===== config.mk =====
export PLATFORM = sky130hd
export DESIGN_NAME = bus_wordblock
export DESIGN_NICKNAME = d
export VERILOG_FILES = /design/src/rtl/wb_pkg.sv /design/src/rtl/wb_rst_sync.sv /design/src/rtl/wb_cfg_chain.sv /design/src/rtl/wb_slice_array.sv /design/src/rtl/wb_shifter.sv /design/src/rtl/bus_wordblock.sv
export SDC_FILE = /design/constraint.sdc
export NUM_CORES = 1
export LEC_CHECK = 0
export ABC_AREA = 1
export BUFFER_PORTS_ARGS = -buffer_cell sky130_fd_sc_hd__buf_4
export CORE_UTILIZATION = 50
export DETAILED_ROUTE_END_ITERATION = 8
export MAX_ROUTING_LAYER = met4
export PLACE_DENSITY_LB_ADDON = 0.12
export RECOVER_POWER = 100
export SYNTH_ARGS = -nofsm -noshare
export SYNTH_HDL_FRONTEND = slang
export SYNTH_SLANG_ARGS = --single-unit

===== constraint.sdc =====
create_clock -name clk -period 3.55 [get_ports clk]
set_input_delay 0.71 -clock clk [delete_from_list [all_inputs] [get_ports clk]]
set_output_delay 0.71 -clock clk [all_outputs]
set_load 0.03 [all_outputs]

===== src/rtl/wb_pkg.sv =====
package wb_pkg;
  // Truth table size for a three-input bit-slice.
  localparam int unsigned TT_W = 8;

  typedef enum logic {
    SH_TOWARD_MSB = 1'b0,
    SH_TOWARD_LSB = 1'b1
  } shift_dir_e;
endpackage


===== src/rtl/wb_rst_sync.sv =====
module wb_rst_sync (
  input  logic clk,
  input  logic rst_n,
  output logic rst_sync_n
);
  logic stage1_q;
  logic stage2_q;

  always_ff @(posedge clk or negedge rst_n) begin
    if (!rst_n) begin
      stage1_q <= 1'b0;
      stage2_q <= 1'b0;
    end else begin
      stage1_q <= 1'b1;
      stage2_q <= stage1_q;
    end
  end

  assign rst_sync_n = stage2_q;
endmodule


===== src/rtl/wb_cfg_chain.sv =====
module wb_cfg_chain #(
  parameter int unsigned CFG_W = 13
) (
  input  logic             clk,
  input  logic             rst_n,
  input  logic             cfg_en,
  input  logic             cfg_din,
  output logic [CFG_W-1:0] cfg_word
);
  logic [CFG_W-1:0] cfg_q;
  logic [CFG_W-1:0] cfg_d;

  // next-state: shift one bit in at the bottom while loading
  always_comb begin
    cfg_d = cfg_q;
    if (cfg_en) begin
      cfg_d = {cfg_q[CFG_W-2:0], cfg_din};
    end
  end

  always_ff @(posedge clk or negedge rst_n) begin
    if (!rst_n) begin
      cfg_q <= '0;
    end else if (cfg_en) begin
      cfg_q <= cfg_d;
    end
  end

  assign cfg_word = cfg_q;

  // idle load port leaves the word untouched
  a_r3_cfg_hold: assert property (@(posedge clk) disable iff (!rst_n)
    !cfg_en |=> $stable(cfg_word));

  // a load edge moves the old word up and takes the new serial bit
  a_r2_shift_in: assert property (@(posedge clk) disable iff (!rst_n)
    cfg_en |=> (cfg_word[0] == $past(cfg_din)) &&
               (cfg_word[CFG_W-1:1] == $past(cfg_word[CFG_W-2:0])));
endmodule


===== src/rtl/wb_slice_array.sv =====
module wb_slice_array
  import wb_pkg::*;
#(
  parameter int unsigned WIDTH = 8
) (
  input  logic [TT_W-1:0]  truth_tbl,
  input  logic             ctl_en,
  input  logic             ctl_bit,
  input  logic [WIDTH-1:0] in_a,
  input  logic [WIDTH-1:0] in_b,
  input  logic [WIDTH-1:0] in_c,
  output logic [WIDTH-1:0] slice_out
);
  logic [TT_W-1:0] tt_eff;

  // control-block override swaps in the complemented table
  always_comb begin
    tt_eff = truth_tbl;
    if (ctl_en && ctl_bit) begin
      tt_eff = ~truth_tbl;
    end
  end

  for (genvar i = 0; i < WIDTH; i++) begin : g_slice
    logic [2:0] idx;
    assign idx          = {in_a[i], in_b[i], in_c[i]};
    assign slice_out[i] = tt_eff[idx];
  end
endmodule


===== src/rtl/wb_shifter.sv =====
module wb_shifter
  import wb_pkg::*;
#(
  parameter int unsigned WIDTH = 8,
  parameter int unsigned SHW   = 3
) (
  input  shift_dir_e       dir,
  input  logic [SHW-1:0]   amt,
  input  logic [WIDTH-1:0] din,
  output logic [WIDTH-1:0] dout,
  output logic             any_set
);
  logic [WIDTH-1:0] stage [SHW+1];

  assign stage[0] = din;

  // logarithmic barrel: stage k moves by 2**k when amt[k] is set
  for (genvar k = 0; k < SHW; k++) begin : g_stage
    localparam int unsigned STEP = 1 << k;
    logic [WIDTH-1:0] moved;
    always_comb begin
      if (dir == SH_TOWARD_LSB) begin
        moved = stage[k] >> STEP;
      end else begin
        moved = stage[k] << STEP;
      end
    end
    assign stage[k+1] = amt[k] ? moved : stage[k];
  end

  assign dout    = stage[SHW];
  assign any_set = |stage[SHW];
endmodule


===== src/rtl/bus_wordblock.sv =====
module bus_wordblock
  import wb_pkg::*;
#(
  parameter int unsigned WIDTH = 8
) (
  input  logic             clk,
  input  logic             rst_n,
  input  logic             cfg_en,
  input  logic             cfg_din,
  input  logic             ctrl_in,
  input  logic [WIDTH-1:0] bus_a,
  input  logic [WIDTH-1:0] bus_b,
  input  logic [WIDTH-1:0] bus_c,
  output logic [WIDTH-1:0] bus_y,
  output logic             status_out
);
  localparam int unsigned SHW      = (WIDTH > 1) ? $clog2(WIDTH) : 1;
  localparam int unsigned AMT_LSB  = TT_W;
  localparam int unsigned DIR_POS  = TT_W + SHW;
  localparam int unsigned CEN_POS  = TT_W + SHW + 1;
  localparam int unsigned CFG_W    = TT_W + SHW + 2;

  logic             rst_sync_n;
  logic [CFG_W-1:0] cfg_word;
  logic [TT_W-1:0]  cfg_tt;
  logic [SHW-1:0]   cfg_amt;
  shift_dir_e       cfg_dir;
  logic             cfg_ctl_en;
  logic [WIDTH-1:0] slice_y;

  wb_rst_sync u_rst (
    .clk        (clk),
    .rst_n      (rst_n),
    .rst_sync_n (rst_sync_n)
  );

  wb_cfg_chain #(.CFG_W(CFG_W)) u_cfg (
    .clk      (clk),
    .rst_n    (rst_sync_n),
    .cfg_en   (cfg_en),
    .cfg_din  (cfg_din),
    .cfg_word (cfg_word)
  );

  // field decode of the shared configuration word
  assign cfg_tt     = cfg_word[TT_W-1:0];
  assign cfg_amt    = cfg_word[AMT_LSB +: SHW];
  assign cfg_dir    = shift_dir_e'(cfg_word[DIR_POS]);
  assign cfg_ctl_en = cfg_word[CEN_POS];

  wb_slice_array #(.WIDTH(WIDTH)) u_slices (
    .truth_tbl (cfg_tt),
    .ctl_en    (cfg_ctl_en),
    .ctl_bit   (ctrl_in),
    .in_a      (bus_a),
    .in_b      (bus_b),
    .in_c      (bus_c),
    .slice_out (slice_y)
  );

  wb_shifter #(.WIDTH(WIDTH), .SHW(SHW)) u_shift (
    .dir     (cfg_dir),
    .amt     (cfg_amt),
    .din     (slice_y),
    .dout    (bus_y),
    .any_set (status_out)
  );

  // zero shift amount is a straight pass-through
  a_r8_pass_through: assert property (@(posedge clk) disable iff (!rst_sync_n)
    (cfg_amt == '0) |-> (bus_y == slice_y));

  // shifting toward the MSB empties bit 0
  a_r6_low_fill: assert property (@(posedge clk) disable iff (!rst_sync_n)
    ((cfg_dir == SH_TOWARD_MSB) && (cfg_amt != '0)) |-> (bus_y[0] == 1'b0));

  // shifting toward the LSB empties the top bit
  a_r7_high_fill: assert property (@(posedge clk) disable iff (!rst_sync_n)
    ((cfg_dir == SH_TOWARD_LSB) && (cfg_amt != '0)) |-> (bus_y[WIDTH-1] == 1'b0));

  // status agrees with the result bus
  a_r11_status: assert property (@(posedge clk) disable iff (!rst_sync_n)
    status_out == ($countones(bus_y) != 0));

  // during reset release the configuration is still clear
  a_r1_reset_clear: assert property (@(posedge clk)
    !rst_sync_n |-> (cfg_word == '0));
endmodule


==> impl_summary.txt <==
----------------------------------------------------
[Run status]
  Outcome ... finished, final reports clean

[Die]
  Die Y-Extent ... 62.92 um
  Initial core utilization ... 0.5391
  Placeable core region ... 3442 um^2
  Top-Level Pins ... 38
  Die footprint ... 3959 um^2
  Number of cell rows ... 21
  Overall die width ... 62.92 um

[Clock tree]
  CTS tree ... built
  Clk root buf ... clkbuf_8
  Clock buffers created by TritonCTS ... 3
  Clock slew at the register clock pins of the worst setup and hold paths ... 0.06 ns
  Clock tree sinks ... 15
  Largest buffer count on any clock path ... 2
  Deepest level of the CTS H-tree ... 1
  Clock latency on the worst-skew pair ... 0.25 ns

[Place]
  Post-DP HPWL ... 3977 um
  Routability congestion estimate ... 0.9088
  Buffers on Ports ... 37
  Number of cells after detailed placement ... 395

[Layout]
  Number of inserted diodes ... 0
  Net total in the final layout ... 383
  Layout overhead on the synthesized area ... 17.87%
  Cell Count, Final, Fillers Out ... 399
  Share of cells above drive strength 1 ... 0.1813
  Count of filler cells inserted in the layout ... 353

[Critical path]
  Capturing point of the worst reg2reg path ... u_cfg.cfg_word[8]
  Count of cells along the worst register-to-register path ... 2
  Path type of the worst setup path ... input pin to primary output
  Required time of the critical path ... 2.84 ns
  Element type at the critical path end ... primary output
  FF-to-FF Start ... u_cfg.cfg_word[8]
  Setup crit start kind ... input pin
  Slowest cell on crit path ... nand3_2
  Worst R2R Setup Slack ... 2.62 ns
  Arrival time reported for the critical path endpoint ... 2.55 ns
  Maximum fanout along the worst path ... 9
  Series of cell instances along the critical path ... buf_4 > nand3_2 > nand3_1 > nand3_1 > nand3_1 > nand2_1 > nand2_1 > nand4_1 > nand3_1 > nor2_1 > nor2_1 > nand2_1 > nor2_1 > nand2_1 > buf_2
  Delay contributed by the slowest stage of the critical path ... 0.23 ns

[Timing]
  Tightest hold margin ... 0.2048 ns
  Worst Tran Pin Value ... 0.8386 ns
  Pins over their slew limit ... 0
  Final hold violation count ... 0
  RSZ-0062 raised after global routing ... no
  Worst relative slew slack ... 0.4409
  Maximum clock skew at final layout ... 0.002640 ns
  Tmin final ... 3.257 ns
  Period utilization ... 0.9174
  Peak Freq ... 0.3070 GHz
  Fin Setup TNS ... 0 ns
  Final setup violation count ... 0

[Synthesis]
  Cell accounting for the most synthesized area ... nand3_1
  Area fraction of the dominant cell type after synthesis ... 0.3021
  Area contributors post-synth ... nand3_1 (30%), dfrtp_1 (20%), nand2_1 (15%)
  Syn_area_per_cell ... 5.872 um^2
  Number of synthesized flops with an enable pin ... 0
  Fraction of registers with async set or reset after synthesis ... 1.000
  Ys Warns ... 0
  Most frequently used cell type in the post-synthesis netlist ... nand3_1
  Number of distinct library cells after synthesis ... 17
  Top flip-flop cell by instance count after synthesis ... dfrtp_1
  Cells after synthesis ... 316
  Leading cell types by count after synthesis ... nand3_1 (112), nand2_1 (72), inv_1 (38), dfrtp_1 (15), nand3_2 (14)
  Post-synthesis net count ... 345
  Number of synthesized register bits ... 15
  Part of the Yosys area used for sequential elements ... 0.2023
  Mapped cell area ... 1856 um^2

[Detailed routing]
  Detailed-route vias per instance ... 5.794
  DRT Pass-1 Iters ... 5
  Routed via count ... 2,312
  DRC errors left ... 0
  WL/cell ... 13.05 um
  Count of routing violations after the opening detailed-route iteration ... 291
  Routed WL ... 5206 um
  Antenna viol nets, final ... 0

[Hold path]
  Hold Path Class ... flop to asynchronous set/reset pin

[Global route]
  Number of antenna violations at the first check in global routing ... 0
  GR Util All Layers ... 0.2821
  Via count of the first global-routing pass ... 2,004
  Remaining Overflow, GRT ... 0
  Global-route wire length before repair ... 8769 um
  Maximum number of pins on one net before global-route repair ... 27

[Pwr]
  Cell Pwr Density ... 410.0 nW/um^2
  Peak ir drop on the vdd network ... 300.6 uV
  Final Total Pwr ... 0.0008967 W
  Leakage power ... 1.142 nW

[Job]
  Max-cap viol count ... 0

----------------------------------------------------
[what timing repair did]
action,in CTS,in global routing
setup buffers,0,0
endpoints found under the setup margin,0,1
hold buffers,0,0
gates resized for setup,0,1
[layer usage]
| metal | global-route usage | up-vias | share of wire |
|---|---|---|---|
| met3 | 0.01460 | 11 | 0.092 |
| met2 | 0.4288 | 119 | 0.45 |
| met5 | - | - | 0 |
| met4 | 0.1076 | 0 | 0.014 |
| li1 | - | 1145 | - |
| met1 | 0.3919 | 1037 | 0.44 |
[how the worst max path moves through the flow]
stage / start / to / slack [ns] / cells after the start
2_1_floorplan: ctrl_in / status_out / 0.73 / 14
3_3_place_gp: ctrl_in / status_out / 0.39 / 15
3_5_place_dp: ctrl_in / status_out / 0.39 / 15
4_1_cts: u_cfg.cfg_word[12] / status_out / 0.20 / 14
5_1_grt: ctrl_in / status_out / 0.06 / 15
6_report: ctrl_in / status_out / 0.29 / 15
[state kept, by name, summed over array words and instances (netlist names)]
name and flops:
u_rst.rst_sync_n 1, u_cfg.cfg_word 13, u_rst.stage1_q 1
[critical path: cells and delay by family]
kind | cells | cell delay [ns]
simple gates | 13 | 1.47
buf+inv | 2 | 0.36
[final cells by class]
cell class / instances / area, um^2 / share of cell area
clock inverters: 1 / 5.005 / 0.002288
repair buffers: 37 / 264.0 / 0.1207
clock buffers: 3 / 41.29 / 0.01888
flip-flops and latches: 15 / 376.6 / 0.1722
multi-input cells: 256 / 1289 / 0.5892
well taps: 46 / 57.56 / 0.02632
inverters: 41 / 153.9 / 0.07037
[layout by cell type (no fill, tap or decap), drive strengths merged]
cell	synthesis	final
nand3	126	126
nand2	84	84
inv	39	39
buf	2	34
dfrtp	15	15
nor2	13	13
o21ai	12	12
nand4	9	9
a21oi	6	6
clkbuf	2	6
nand3b	5	5
clkinv	2	3
conb	1	1
[power breakdown]
part / total, W / internal [W] / switching (W) / leakage (nW)
combinational: 0.000537 / 0.000183 / 0.000355 / 0.927
clock: 0.000133 / 0.0000776 / 0.0000556 / 0.0255
sequential: 0.000226 / 0.000194 / 0.0000324 / 0.189
total: 0.000897 / 0.000454 / 0.000443 / 1.14
[stage by stage]
step	utilization	cell area (um^2)	setup WS (ns)
final	0.6354	2187	0.2931
after global routing	0.6354	2187	0.05928
after CTS	0.6412	2207	0.2038
after detailed placement	0.6278	2161	0.3873
after global placement	0.6278	2161	0.3889
after floorplan	-	1856	0.7274
[cell families (layout without fill, tap and decap cells)]
| group | Yosys count | count (layout) | share of synthesized area |
|---|---|---|---|
| other | 1 | 1 | 0.002021 |
| AND/OR/NAND/NOR | 237 | 237 | 0.6480 |
| buffers and inverters | 45 | 82 | 0.09913 |
| AO/OA/AOI/OAI | 18 | 18 | 0.04855 |
| flip-flops | 15 | 15 | 0.2023 |
Note: power is estimated with default switching activity, not from simulation.
